File: config.mk
export PLATFORM = sky130hd
export DESIGN_NAME = level_match_trigger
export DESIGN_NICKNAME = d
export VERILOG_FILES = /design/src/rtl/lmt_pkg.sv /design/src/rtl/lmt_serial_latch.sv /design/src/rtl/lmt_compare.sv /design/src/rtl/lmt_run_ctl.sv /design/src/rtl/level_match_trigger.sv
export SDC_FILE = /design/constraint.sdc
export NUM_CORES = 1
export LEC_CHECK = 0
export ABC_AREA = 1
export BUFFER_PORTS_ARGS = -buffer_cell sky130_fd_sc_hd__buf_4
export CORE_UTILIZATION = 45
export DETAILED_ROUTE_END_ITERATION = 8
export PLACE_DENSITY_LB_ADDON = 0.2
export REMOVE_ABC_BUFFERS = 1
export SLEW_MARGIN = 15
export SYNTH_ARGS = -nofsm -noshare
export SYNTH_HDL_FRONTEND = slang
export SYNTH_SLANG_ARGS = --single-unit
File: constraint.sdc
create_clock -name clk -period 1.4 [get_ports clk]
set_input_delay 0 -clock clk [delete_from_list [all_inputs] [get_ports clk]]
set_output_delay 0 -clock clk [all_outputs]
set_load 0.03 [all_outputs]
File: src/rtl/lmt_pkg.sv
package lmt_pkg;

  localparam int unsigned DEF_LEVEL_W = 16;
  localparam int unsigned DEF_SLICE_W = 8;

  typedef enum logic {
    SRC_OTHER = 1'b0,
    SRC_INPUT = 1'b1
  } trig_src_e;

endpackage

File: src/rtl/lmt_serial_latch.sv
module lmt_serial_latch #(
  parameter int unsigned W = lmt_pkg::DEF_LEVEL_W
) (
  input  logic         clk,
  input  logic         rst,
  input  logic         ser_data,
  input  logic         ser_clk,
  input  logic         ser_load,
  output logic [W-1:0] level,
  output logic         shift_evt,
  output logic         load_evt
);
  localparam int unsigned CNT_W = $clog2(W + 1);
  localparam logic [CNT_W-1:0] FULL_CNT = CNT_W'(W);

  logic             ser_clk_d;
  logic [W-1:0]     shadow_q;
  logic [W-1:0]     level_q;
  logic [CNT_W-1:0] cnt_q;
  logic             full;

  function automatic logic [W-1:0] push_bit(input logic [W-1:0] s, input logic b);
    return {s[W-2:0], b};
  endfunction

  function automatic logic [CNT_W-1:0] bump(input logic [CNT_W-1:0] c);
    return (c == FULL_CNT) ? c : c + 1'b1;
  endfunction

  assign shift_evt = ser_clk & ~ser_clk_d;
  assign full      = (cnt_q == FULL_CNT);
  assign load_evt  = ser_load & full;
  assign level     = level_q;

  always_ff @(posedge clk) begin
    if (rst) begin
      ser_clk_d <= 1'b0;
      shadow_q  <= '0;
      level_q   <= '0;
      cnt_q     <= '0;
    end else begin
      ser_clk_d <= ser_clk;
      if (shift_evt) shadow_q <= push_bit(shadow_q, ser_data);
      if (load_evt) begin
        level_q <= shadow_q;
        cnt_q   <= shift_evt ? CNT_W'(1) : '0;
      end else if (shift_evt) begin
        cnt_q <= bump(cnt_q);
      end
    end
  end

  assert_shift_lsb_entry_R2: assert property (@(posedge clk) disable iff (rst)
    shift_evt |=> shadow_q[0] == $past(ser_data));

  assert_level_hold_R3: assert property (@(posedge clk) disable iff (rst)
    !load_evt |=> $stable(level_q));

  assert_level_change_needs_load_R4: assert property (@(posedge clk) disable iff (rst)
    (!$past(rst) && level_q != $past(level_q)) |-> ($past(ser_load) && $past(cnt_q) == FULL_CNT));

endmodule

File: src/rtl/lmt_compare.sv
module lmt_compare #(
  parameter int unsigned W       = lmt_pkg::DEF_LEVEL_W,
  parameter int unsigned SLICE_W = lmt_pkg::DEF_SLICE_W
) (
  input  logic         clk,
  input  logic         rst,
  input  logic [W-1:0] level,
  input  logic [W-1:0] smp_data,
  input  logic         smp_valid,
  output logic         hit,
  output logic         trig
);
  localparam int unsigned NSLICE = W / SLICE_W;

  logic [NSLICE-1:0] slice_eq;
  logic              trig_q;

  function automatic logic slice_match(input logic [SLICE_W-1:0] a, input logic [SLICE_W-1:0] b);
    return (a ^ b) == '0;
  endfunction

  for (genvar g = 0; g < NSLICE; g++) begin : g_slice
    assign slice_eq[g] = slice_match(level[g*SLICE_W +: SLICE_W], smp_data[g*SLICE_W +: SLICE_W]);
  end

  assign hit  = smp_valid & (&slice_eq);
  assign trig = trig_q;

  always_ff @(posedge clk) begin
    if (rst) trig_q <= 1'b0;
    else     trig_q <= hit;
  end

  assert_no_trig_on_mismatch_R6: assert property (@(posedge clk) disable iff (rst)
    (!smp_valid || smp_data != level) |=> !trig_q);

endmodule

File: src/rtl/lmt_run_ctl.sv
module lmt_run_ctl (
  input  logic clk,
  input  logic rst,
  input  logic hit,
  input  logic src_sel,
  input  logic stop,
  output logic run
);
  import lmt_pkg::*;

  trig_src_e src;
  logic      run_q;
  logic      arm;

  assign src = trig_src_e'(src_sel);
  assign arm = hit && (src == SRC_INPUT);
  assign run = run_q;

  always_ff @(posedge clk) begin
    if (rst)       run_q <= 1'b0;
    else if (stop) run_q <= 1'b0;
    else if (arm)  run_q <= 1'b1;
  end

  assert_run_hold_R9: assert property (@(posedge clk) disable iff (rst)
    (run_q && !stop) |=> run_q);

  assert_stop_clears_R9: assert property (@(posedge clk) disable iff (rst)
    stop |=> !run_q);

  assert_run_needs_input_src_R8: assert property (@(posedge clk) disable iff (rst)
    $rose(run_q) |-> ($past(src_sel) && $past(hit)));

endmodule

File: src/rtl/level_match_trigger.sv
module level_match_trigger #(
  parameter int unsigned LEVEL_W = lmt_pkg::DEF_LEVEL_W,
  parameter int unsigned SLICE_W = lmt_pkg::DEF_SLICE_W
) (
  input  logic               clk,
  input  logic               rst,
  input  logic               ser_data,
  input  logic               ser_clk,
  input  logic               ser_load,
  input  logic [LEVEL_W-1:0] smp_data,
  input  logic               smp_valid,
  input  logic               src_signal,
  input  logic               stop,
  output logic               trig_out,
  output logic               run_out
);
  logic [LEVEL_W-1:0] level;
  logic               shift_evt;
  logic               load_evt;
  logic               hit;

  lmt_serial_latch #(.W(LEVEL_W)) u_latch (
    .clk(clk), .rst(rst), .ser_data(ser_data), .ser_clk(ser_clk),
    .ser_load(ser_load), .level(level), .shift_evt(shift_evt), .load_evt(load_evt)
  );

  lmt_compare #(.W(LEVEL_W), .SLICE_W(SLICE_W)) u_cmp (
    .clk(clk), .rst(rst), .level(level), .smp_data(smp_data),
    .smp_valid(smp_valid), .hit(hit), .trig(trig_out)
  );

  lmt_run_ctl u_run (
    .clk(clk), .rst(rst), .hit(hit), .src_sel(src_signal),
    .stop(stop), .run(run_out)
  );

  assert_trig_needs_valid_R5: assert property (@(posedge clk) disable iff (rst)
    trig_out |-> $past(smp_valid));

  assert_run_rises_with_trig_R7: assert property (@(posedge clk) disable iff (rst)
    $rose(run_out) |-> trig_out);

  assert_load_uses_old_level_R10: assert property (@(posedge clk) disable iff (rst)
    (load_evt && smp_valid && smp_data == level) |=> trig_out);

endmodule

=== Yosys cells after proc, flatten, opt, wreduce, memory -nomap -nowiden ===
Cells that the tools add are included.

* Equality and inequality tests: 2
* Reductions and logical operators: 7
* Bitwise gates (word level): 6
* Add/subtract/negate cells: 1
* Mux-type cells: 4

{| class="wikitable"
|+ Operators by type and width
! cell !! count
|-
| logical NOT 8 bit || 2
|-
| bitwise XOR 8 bit || 2
|-
| two-way mux 5 bit || 3
|-
| adder 5 x 1 -> 5 bit (second input constant) || 1
|-
| equality test 5 bit (second input constant) || 1
|-
| AND reduction 2 bit || 2
|-
| bitwise AND 1 bit || 3
|-
| inequality test 2 bit (second input constant) || 1
|-
| nonzero test 2 bit || 1
|-
| OR reduction 2 bit || 1
|-
| logical AND 1 bit || 1
|-
| two-way mux 1 bit || 1
|-
| inverter 1 bit || 1
|}

* Register bits: 40
* Input port bits: 24

=== Longest topological paths before layout ===
* Depth in word-level cells: 5
* Gate-level depth with buffers: 10
* Mapped depth without buffers: 10

=== Modules after synthesis ===
From an unflattened synthesis, not the netlist that was laid out.

* Cells, all modules: 279
* Area total of the unflattened synthesis: 1928.1 um^2

{| class="wikitable"
|+ By module, submodules not included
! module !! times used !! sequential area each (um^2) !! area each (um^2) !! cells each
|-
| lmt_serial_latch || 1 || 760.7 || 1529.0 || 191
|-
| lmt_compare || 1 || 20.0 || 356.6 || 81
|-
| lmt_run_ctl || 1 || 20.0 || 42.5 || 7
|}

=== Worst setup path after synthesis ===
OpenSTA, ideal clock, no wires.

* Kind: register to register
* From: register u_latch.cnt_q[0]
* To: register u_latch.cnt_q[3]
* Clock period less this slack: 1269 ps
* Arrival: 1151 ps
* Path slack: 131 ps
* Library setup time: 118 ps
* Stages on the path, launching flop included: 11
* Cell sequence: dfxtp_1 -> inv_1 -> ha_1 -> nand2_1 -> inv_1 -> nand2_1 -> nand2_2 -> nand2_2 -> nand4_1 -> o21bai_1 -> a21oi_1

* Longest elaborated chain between the ends: 4
* Elaborated cells on any way between the ends: 9
* Those cells by class: add/sub (1); eq/ne (2); mux (3); bitwise (1); reduce/logical (2)

{| class="wikitable"
|+ RTL lines
! element !! line !! RTL
|-
| start: declaration || lmt_serial_latch.sv:19 || <nowiki>logic [CNT_W-1:0] cnt_q;</nowiki>
|-
| start signal: assignment || lmt_serial_latch.sv:46 || <nowiki>cnt_q <= shift_evt ? CNT_W'(1) : '0;</nowiki>
|-
| start signal: assignment || lmt_serial_latch.sv:48 || <nowiki>cnt_q <= bump(cnt_q);</nowiki>
|-
| adder 5 x 1 -> 5 bit or equality test 5 bit (tied branches) || lmt_serial_latch.sv:27, lmt_serial_latch.sv:31 ||
|-
| two-way mux 5 bit or bitwise AND 1 bit (tied branches) || lmt_serial_latch.sv:27, lmt_serial_latch.sv:32 ||
|-
| two-way mux 5 bit (tied with other cells) || lmt_serial_latch.sv:47 || <nowiki>end else if (shift_evt) begin</nowiki>
|-
| two-way mux 5 bit or AND reduction 2 bit (tied branches) || n/a ||
|}

Parallel ways exist; a longest one is shown, timed or not. The select of a mux whose other input is x is not followed.
A chain may end at the register's enable or synchronous reset.

=== Worst setup path in the final report ===
* From: register u_latch.cnt_q[1]
* To: register u_latch.cnt_q[3]

The elaborated chain is that of the path after synthesis.

==> impl_metrics.yaml <==
critical_path:
  max_stage_delay_ns: 0.34
  start_kind: "flip-flop"
  critPathRequiredTime_ns: 1.58
  crit_arrival_ns: 1.48
  crit_type: "flip-flop to flip-flop"
  crit_path_top_delay_cell: "dfxtp_2"
  critPathMostFrequentCell: "nand2_2"
  path_cells: "inv_1 -> ha_1 -> nand2_1 -> inv_2 -> nand2_2 -> nand2_2 -> nand2_2 -> nand4_1 -> o21bai_1 -> a21oi_1"
  end_kind: "flip-flop"
  path_max_fanout: 3
timing:
  worst_pin_slew_ns: 0.5036
  rsz0062_at_grt: "no"
  clock_skew_ns: 0.003506
  finalHoldViolations: 0
  slew-limit-headroom: 0.6639
  max_clock_freq_mhz: 766.4
  slew_viol_final: 0
  setup_viol: 0
  fin_crit_sh: 0.9321
  layout_min_cycle_time_ns: 1.305
cts:
  cts_setup_buffers: 0
  cts.sinks: 40
  htree_num_levels: 2
  clk_latency_ns: 0.28
  clk_pin_slew_ns: 0.07
  cts_tree: "yes"
  cts_buffers: 5
  clockBufferDepth: 2
  cts-root-buf: "clkbuf_8"
hold_path:
  hp-class: "primary input to flip-flop"
detailed_routing:
  via_per_inst: 4.747
  wl_per_cell_um: 10.61
  firstDrtPassIters: 5
  routed_wl_um: 3649
  vias: 1633
  drc: 0
  drt_iter0_drc: 98
  antenna_left: 0
pwr:
  power_leakage_nw: 1.001
  irDropWorstVdd_v: 0.0006210
  total_power_w: 0.002162
  powerDensity_nw_per_um2: 976.9
die:
  die_w_um: 66.06
  core_um2: 3799
  die_h_um: 66.06
  rows: 22
  initial_core_util: 0.4862
  io_pins: 26
  dieArea_um2: 4364
global_route:
  grt_max_degree: 33
  grt_overflow: 0
  grt_antenna_before_repair: 0
  grt_pass1_vias: 1479
  grt_pass1_wl_um: 6265
  track_usage: 0.1931
synthesis:
  yosysWarnings: 0
  syn_avg_cell_area_um2: 6.969
  synth_seq_area_share: 0.4336
  postSynthRegisterBits: 40
  syn-instance-count: 265
  synth.largest_area_cell: "dfxtp_1"
  synth_ff_type: "dfxtp_1"
  synth_edf_count: 0
  synthArstFlopShare: 0
  synth_cell_types: 26
  synth_area_um2: 1847
  synth_area_leaders: "dfxtp_1, nor2_1, nand2_1"
  synth_top_area_share: 0.4336
cells_and_area:
  layout_commonest_cell: "nor2_1"
  final_area_um2: 2213
  antenna_cells: 0
  area_delta_synth_final_pct: 19.85
  drive_gt1_frac: 0.1622
  nets: 322
  final_cells: 344
  final_cell_mix: "nor2_1, nand2_1, dfxtp_1, inv_1, buf_4"
  num-fill-cells: 352
placed_design:
  dp_cells: 333
  port_buffers: 25
  placed_cell_area_um2: 2091
  gp_congestion: 0.8585
  dp_hpwl_um: 2714
status:
  run_status: "finished clean"
job:
  drv_cap: 0
[logic make-up after synthesis]
group / synth area share
AOI/OAI and AO/OA: 0.1538
xor gates and xnor gates: 0.02846
adders and majority gates: 0.01355
buffers and inverters: 0.1043
DFF: 0.4336
and+or+nand+nor: 0.2663
[synthesized netlist by cell type (2+ instances only)]
master and n:
a21oi_1 20, buf_2 4, buf_4 2, clkbuf_1 3, dfxtp_1 40, ha_1 2
inv_1 37, inv_2 2, nand2_1 45, nand2_2 2, nand3_1 2, nand4_1 9
nor2_1 47, o21ai_0 19, o21ai_1 15, or2_2 2, xnor2_1 4, xor2_1 2
[report_power, final]
part / internal, W / switching [W]
Sequential: 0.00118 / 0.0000273
Clock: 0.000339 / 0.000371
Combinational: 0.000116 / 0.000131
Total: 0.00163 / 0.000529
[critical path, delay by kind of cell, from the launching register on]
family                     cells  cell delay (ns)
and+or+nand+nor                5             0.37
buffers and inverters          2             0.11
DFF                            1             0.34
AOI/OAI and AO/OA              2             0.21
adders and majority gates      1             0.17
[layout make-up]
type                            instances  area, um2  share of cell area
Timing Repair Buffer                   33      270.3              0.1221
Multi-Input combinational cell        177      855.8              0.3867
Clock buffer                            6      72.57             0.03279
Inverter                               39      146.4             0.06614
Sequential cell                        40      803.3              0.3629
Tap cell                               48      60.06             0.02713
Clock inverter                          1      5.005            0.002261
[state kept, by name, indices dropped and copies added, names as in the netlist]
name and cells:
u_latch.ser_clk_d 1, u_cmp.trig 1, u_latch.cnt_q 5, u_run.run 1, u_latch.shadow_q 16, u_latch.level 16
[metal layers]
metal  wire, um  GRT usage  part of all wire  vias to the layer above
met5          0          0                 0                        -
met4         35    0.08511            0.0096                        0
met3        175    0.04310             0.048                        5
met2       1498     0.3036              0.41                       35
met1       1939     0.2513              0.53                      697
li1           -          -                 -                      896
[worst paths after layout]
| path | cells past startpoint | end | slack (ns) | startpoint |
|---|---|---|---|---|
| min | 3 | u_run.run | 0.04 | src_signal |
| max reg2reg | 10 | u_latch.cnt_q[3] | 0.1 | u_latch.cnt_q[1] |
| max | 10 | u_latch.cnt_q[3] | 0.1 | u_latch.cnt_q[1] |
| min reg2reg | 2 | u_run.run | 0.45 | u_run.run |
[through the flow]
step / TNS (ns) / setup slack (ns) / utilization / hold WS, ns
2_1_floorplan: -0.04025 / -0.04025 / - / 0.06907
3_3_place_gp: 0 / 0.1169 / 0.5504 / 0.2124
3_5_place_dp: 0 / 0.07773 / 0.5504 / 0.2276
4_1_cts: 0 / 0.06527 / 0.5814 / 0.04306
5_1_grt: 0 / 0.006619 / 0.5827 / 0.03365
6_report: 0 / 0.09512 / 0.5827 / 0.03942
[what timing repair did]
item | in CTS | in global routing
endpoints found under the setup margin | 0 | 7
hold endpoints to repair | 6 | 0
hold buffers | 4 | 0
gates resized for setup | 0 | 5
Note: power is estimated with default switching activity, not from simulation.
